==> config.mk <==
export PLATFORM = sky130hd
export DESIGN_NAME = pwm2ch
export DESIGN_NICKNAME = d
export VERILOG_FILES = /design/src/rtl/pwm2ch.sv
export SDC_FILE = /design/constraint.sdc
export NUM_CORES = 1
export LEC_CHECK = 0
export BUFFER_PORTS_ARGS = -buffer_cell sky130_fd_sc_hd__buf_2
export CAP_MARGIN = 40
export CORE_UTILIZATION = 45
export DETAILED_ROUTE_END_ITERATION = 6
export PLACE_DENSITY = 0.62
export REMOVE_ABC_BUFFERS = 1
export SETUP_SLACK_MARGIN = 0.05
export SYNTH_ARGS = -nofsm -noshare
export SYNTH_HDL_FRONTEND = slang
export SYNTH_SLANG_ARGS = --single-unit
==> constraint.sdc <==
create_clock -name clk -period 5.8 [get_ports clk]
set_clock_uncertainty 0.1 [all_clocks]
set_input_delay 1.16 -clock clk [delete_from_list [all_inputs] [get_ports clk]]
set_output_delay 1.16 -clock clk [all_outputs]
set_load 0.02 [all_outputs]
==> src/rtl/pwm2ch.sv <==
module pwm2ch #(
  parameter int NCH = 2,
  parameter int AW  = 4,
  parameter int PSW = 17
) (
  input  logic           clk,
  input  logic           rst_n,
  input  logic           bus_we,
  input  logic [AW-1:0]  bus_addr,
  input  logic [31:0]    bus_wdata,
  output logic [31:0]    bus_rdata,
  output logic [NCH-1:0] pwm_out
);
  localparam int CW     = 16;
  localparam int FLD    = 10;
  localparam int STRIDE = 15;
  localparam int RDYB   = 28;

  function automatic logic [PSW-1:0] div_ratio(input logic [3:0] code);
    case (code)
      4'd0:  div_ratio = PSW'(120);
      4'd1:  div_ratio = PSW'(180);
      4'd2:  div_ratio = PSW'(240);
      4'd3:  div_ratio = PSW'(360);
      4'd4:  div_ratio = PSW'(480);
      4'd8:  div_ratio = PSW'(12000);
      4'd9:  div_ratio = PSW'(24000);
      4'd10: div_ratio = PSW'(36000);
      4'd11: div_ratio = PSW'(48000);
      4'd12: div_ratio = PSW'(72000);
      4'd15: div_ratio = PSW'(1);
      default: div_ratio = '0;
    endcase
  endfunction

  logic [NCH-1:0][FLD-1:0] fld_all;
  logic [NCH-1:0][31:0]    shd_all;
  logic [NCH-1:0][31:0]    wrk_all;
  logic [NCH-1:0][CW-1:0]  cnt_all;
  logic [NCH-1:0]          pend_all;

  wire ctrl_wr = bus_we && bus_addr == '0;

  for (genvar ch = 0; ch < NCH; ch++) begin : g_ch
    logic [FLD-1:0] fld;
    logic [31:0]    shd, wrk;
    logic [CW-1:0]  cnt;
    logic [PSW-1:0] pcnt;
    logic           pend;

    wire [PSW-1:0] ratio = div_ratio(fld[3:0]);
    wire en    = fld[4];
    wire act   = fld[5];
    wire run   = en && fld[6] && ratio != '0;
    wire tick  = run && pcnt >= ratio - PSW'(1);
    wire wrap  = tick && cnt == wrk[16 +: CW];
    wire tw    = bus_we && bus_addr == AW'(4 * ch + 4);
    wire take  = pend && (wrap || !en);

    always_ff @(posedge clk or negedge rst_n) begin
      if (!rst_n) begin
        fld  <= '0;
        shd  <= '0;
        wrk  <= '0;
        cnt  <= '0;
        pcnt <= '0;
        pend <= 1'b0;
      end else begin
        if (ctrl_wr) fld <= bus_wdata[ch*STRIDE +: FLD];
        if (tw) shd <= bus_wdata;
        if (tw) pend <= 1'b1;
        else if (take) pend <= 1'b0;
        if (take) wrk <= shd;
        if (!en) pcnt <= '0;
        else if (run) pcnt <= tick ? '0 : pcnt + PSW'(1);
        if (!en) cnt <= '0;
        else if (tick) cnt <= wrap ? '0 : cnt + CW'(1);
      end
    end

    assign pwm_out[ch]  = (en && cnt < wrk[CW-1:0]) ? act : ~act;
    assign fld_all[ch]  = fld;
    assign shd_all[ch]  = shd;
    assign wrk_all[ch]  = wrk;
    assign cnt_all[ch]  = cnt;
    assign pend_all[ch] = pend;
  end

  always_comb begin
    bus_rdata = '0;
    if (bus_addr == '0) begin
      for (int ch = 0; ch < NCH; ch++) begin
        bus_rdata[ch*STRIDE +: FLD] = fld_all[ch];
        bus_rdata[RDYB + ch]        = pend_all[ch];
      end
    end
    for (int ch = 0; ch < NCH; ch++)
      if (bus_addr == AW'(4 * ch + 4)) bus_rdata = shd_all[ch];
  end
endmodule

==> flow_summary.json <==
{
  "status": "complete, but fails checks",
  "violations": "design-rule violations",
  "cts_resized": 0,
  "placementRows": 60,
  "worstSetupEndpointType": "flop",
  "reg2reg_slack_ns": 0.79,
  "min_path_type": "flop to flop",
  "drcViolationCount": 2,
  "gr-usage-met1_pct": 30.16,
  "critPathRequiredTime_ns": 6.10,
  "synth_cells": 1164,
  "crit_path_start_kind": "flop",
  "dp_cells": 1539,
  "cts_root_buf": "clkbuf_16",
  "max_freq_mhz": 199.6,
  "critPathMaxFanout": 20,
  "ioPinCount": 73,
  "grt_pass1_wl_um": 48820,
  "ys_ff_latch": 216,
  "synth_edf_count": 0,
  "fp.dieH_um": 168.2,
  "routedWlPerCell_um": 18.77,
  "yosysTopAreaCell": "dfrtp_1",
  "clkTransAtPathRegs_ns": 0.06,
  "p_int_mw": 3.573,
  "ant_nets": 0,
  "numCtsBuffers": 26,
  "async_flop_share_pct": 100.0,
  "reg2reg_depth": 16,
  "via_per_inst": 5.667,
  "holdBufCountCts": 0,
  "setup_ws_ns": 0.7892,
  "clkSinkCount": 216,
  "hpwl_um": 20650,
  "pwr-share-seq_pct": 41.2,
  "post_cts.repair.setup_buffers": 0,
  "grtUsageMet2_pct": 35.04,
  "clockPowerShare_pct": 30.7,
  "start_util_pct": 45.99,
  "ys_seq_area_share_pct": 43.49,
  "vias": 9010,
  "synth_cell_type_count": 62,
  "ys_warn_count": 0,
  "grt_max_degree": 131,
  "cts_buffer_depth": 3,
  "track_usage_pct": 21.58,
  "fin_crit_ns": 5.011,
  "synth_area_mm2": 0.01243,
  "combinationalPowerShare_pct": 28.2,
  "worstMarginPinSlew_ns": 1.003,
  "crit_type": "flop to flop",
  "path_buf_inv": 3,
  "rsz0062_at_grt": "no",
  "netSwitchingPower_mw": 1.727,
  "fin_cells": 1590,
  "swShare_pct": 32.58,
  "place_congestion": 0.8329,
  "grt_pass1_vias": 9040,
  "syn_area_per_cell_um2": 10.68,
  "maxCapViolCount": 0,
  "ys.flop_type": "dfrtp_1",
  "path_delay_family": "compound AO/OA/AOI/OAI gates",
  "drive_gt1_share_pct": 23.52,
  "area_delta_synth_final_pct": 12.87,
  "placeableCoreArea_mm2": 0.02703,
  "htreeDepth": 1,
  "die-area_mm2": 0.02829,
  "clock_latency_ns": 0.52,
  "io_buffers": 72,
  "endpoint": "g_ch[0].wrk[23]",
  "irDropWorstVdd_v": 0.0002301,
  "slew-limit-headroom_pct": 33.10,
  "crit_path_cell_trace": "inv_1, ha_1, nor3_1, a21oi_1, a211oi_2, a21oi_1, ha_1, a211oi_1, o21ai_1, a2111o_1, a311oi_2, nor3_1, buf_4, and3_2, buf_12, mux2_4",
  "cts_tree": "done",
  "grt_overflow": 0,
  "synth.top_cells.by_area": "dfrtp_1 (43%), mux2_2 (11%), ha_1 (8.1%), mux2_4 (3.6%), xnor2_1 (2.6%)",
  "drt_iter0_drc": 724,
  "dp_slack_ns": 0.8015,
  "slowest_stage": "dfrtp_1",
  "r2r_start": "g_ch[0].fld[0]",
  "power_density_mw_per_mm2": 377.9,
  "synth_top_area_share_pct": 43.49,
  "cpPeakStageDelay_ns": 0.56,
  "firstDrtPassIters": 7,
  "grt_use_met3_pct": 3.268,
  "critPathLaunch": "g_ch[0].fld[0]",
  "nNetsFinal": 1345,
  "slew_violations": 0,
  "timing.final.crit_share_pct": 86.39,
  "busiest_layer": "met2",
  "crit_cells": 16,
  "setup_viol": 0,
  "p_leak_nw": 6.559,
  "r2r-end": "g_ch[0].wrk[23]",
  "antenna_found_initial": 2,
  "setup_tns_ns": 0,
  "wl_um": 29850,
  "cp_data_arrival_time_ns": 5.31,
  "fp.dieW_um": 168.2,
  "hold_viol": 0
}
flip-flops by register name, summed over array words and instances (netlist names):
name and cells:
g_ch.pcnt 34, g_ch.pend 2, g_ch.shd 64, g_ch.fld 20, g_ch.wrk 64, g_ch.cnt 32
per-stage QoR:
stage | area [µm²] | util (%) | hold slack [ns] | total power, mW
global placement | 13120 | 48.53 | 0.3924 | 3.663
finish | 14030 | 51.90 | 0.4068 | 5.300
detailed placement | 13160 | 48.68 | 0.3972 | 3.702
floorplan | 12160 | - | 0.3804 | 3.224
CTS | 14020 | 51.88 | 0.4087 | 5.359
global route | 14020 | 51.88 | 0.4236 | 5.634
area by class of cell:
cell class	count	area, µm²
clock inverters	6	62.56
repair buffers	88	528.0
inverters	76	285.3
diodes	3	7.507
multi-input cells	818	6510
well taps	341	426.7
fillers	2404	13000
flip-flops and latches	216	5405
clock buffers	42	802.0
worst register-to-register path, cell delays in order, from the launching register on:
cell and delay, ns:
dfrtp_1 0.56, inv_1 0.18, ha_1 0.37, nor3_1 0.29, a21oi_1 0.13, a211oi_2 0.51
a21oi_1 0.12, ha_1 0.32, a211oi_1 0.20, o21ai_1 0.13, a2111o_1 0.43, a311oi_2 0.32
nor3_1 0.10, buf_4 0.19, and3_2 0.39, buf_12 0.25, mux2_4 0.32
how the worst min path moves through the flow:
stage,from,to,slack [ns],cells after the start
2_1_floorplan,g_ch[0].fld[7],g_ch[0].fld[7],0.38,1
3_3_place_gp,g_ch[1].fld[8],g_ch[1].fld[8],0.39,1
3_5_place_dp,g_ch[0].wrk[10],g_ch[0].wrk[10],0.40,1
4_1_cts,g_ch[1].fld[9],g_ch[1].fld[9],0.41,1
5_1_grt,g_ch[0].wrk[11],g_ch[0].wrk[11],0.42,1
6_report,g_ch[1].wrk[15],g_ch[1].wrk[15],0.41,1
cell families after synthesis:
logic type	Yosys count	synth area share (%)
multiplexers	152	14.65
adder cells (fa/ha/maj)	80	8.054
buffers and inverters	130	4.440
AND/OR/NAND/NOR	293	12.39
AO/OA/AOI/OAI	231	12.60
XOR/XNOR	62	4.369
flip-flops	216	43.49
cell usage after synthesis (3+ instances only):
cell type,n
nor2_1,69
buf_1,4
buf_6,6
nand3_1,24
and2_1,8
inv_1,76
mux2_4,30
xnor2_1,37
mux2i_1,3
buf_4,3
nand4_1,21
ha_1,80
a21oi_1,47
a21boi_0,8
a222oi_1,22
nor2b_1,18
a211oi_1,6
and3_1,17
or4b_2,3
o21ai_1,11
clkbuf_1,35
dfrtp_1,216
or3_1,5
o31ai_1,11
nand3b_1,8
o211ai_1,5
a2111o_1,3
xor2_1,25
a21o_1,9
nor3_1,16
nand2_1,57
a22o_1,18
nand2b_1,20
and3b_1,3
nor4b_1,4
a2111oi_0,6
a31oi_1,8
o21ai_0,53
and4_1,3
mux2_2,119
buf_2,6
nor4_1,7
o22ai_1,10
layout by cell type, fill, tap and decap left out, types with 5 or more instances in the layout:
master     count
nand2_1       57
nand3_1       24
nor2_1        69
nand4_1       21
nand3b_1       8
a21oi_1       47
buf_2         71
a21o_1         9
nor2b_1       18
nor3_1        16
and3_1        16
nand2b_1      20
o21ai_0       53
and2_1         8
a22o_1        18
o211ai_1       5
or3_1          5
inv_1         76
a211oi_1       6
ha_1          80
xnor2_1       37
clkbuf_1       8
xor2_1        25
a21boi_0       8
buf_4         13
o31ai_1       11
a2111oi_0      6
o22ai_1       10
mux2_4        30
a31oi_1        8
mux2_2       119
dfrtp_1      216
a222oi_1      22
nor4_1         6
clkbuf_8       7
o21ai_1       11
clkbuf_16     27
power by group through the flow:
stage / logic, mW / clock network [mW] / registers, mW
6_report: 1.49 / 1.63 / 2.18
5_1_grt: 1.67 / 1.73 / 2.23
4_1_cts: 1.51 / 1.67 / 2.19
3_5_place_dp: 1.49 / 0 / 2.21
3_3_place_gp: 1.46 / 0 / 2.21
2_1_floorplan: 1.14 / 0 / 2.09
layer usage:
metal | vias up | wire, µm
met4 | 0 | 661
li1 | 4342 | -
met3 | 41 | 1220
met1 | 4437 | 14150
met2 | 190 | 13820
met5 | - | 0
No activity file was read; power rests on OpenSTA's default activity.
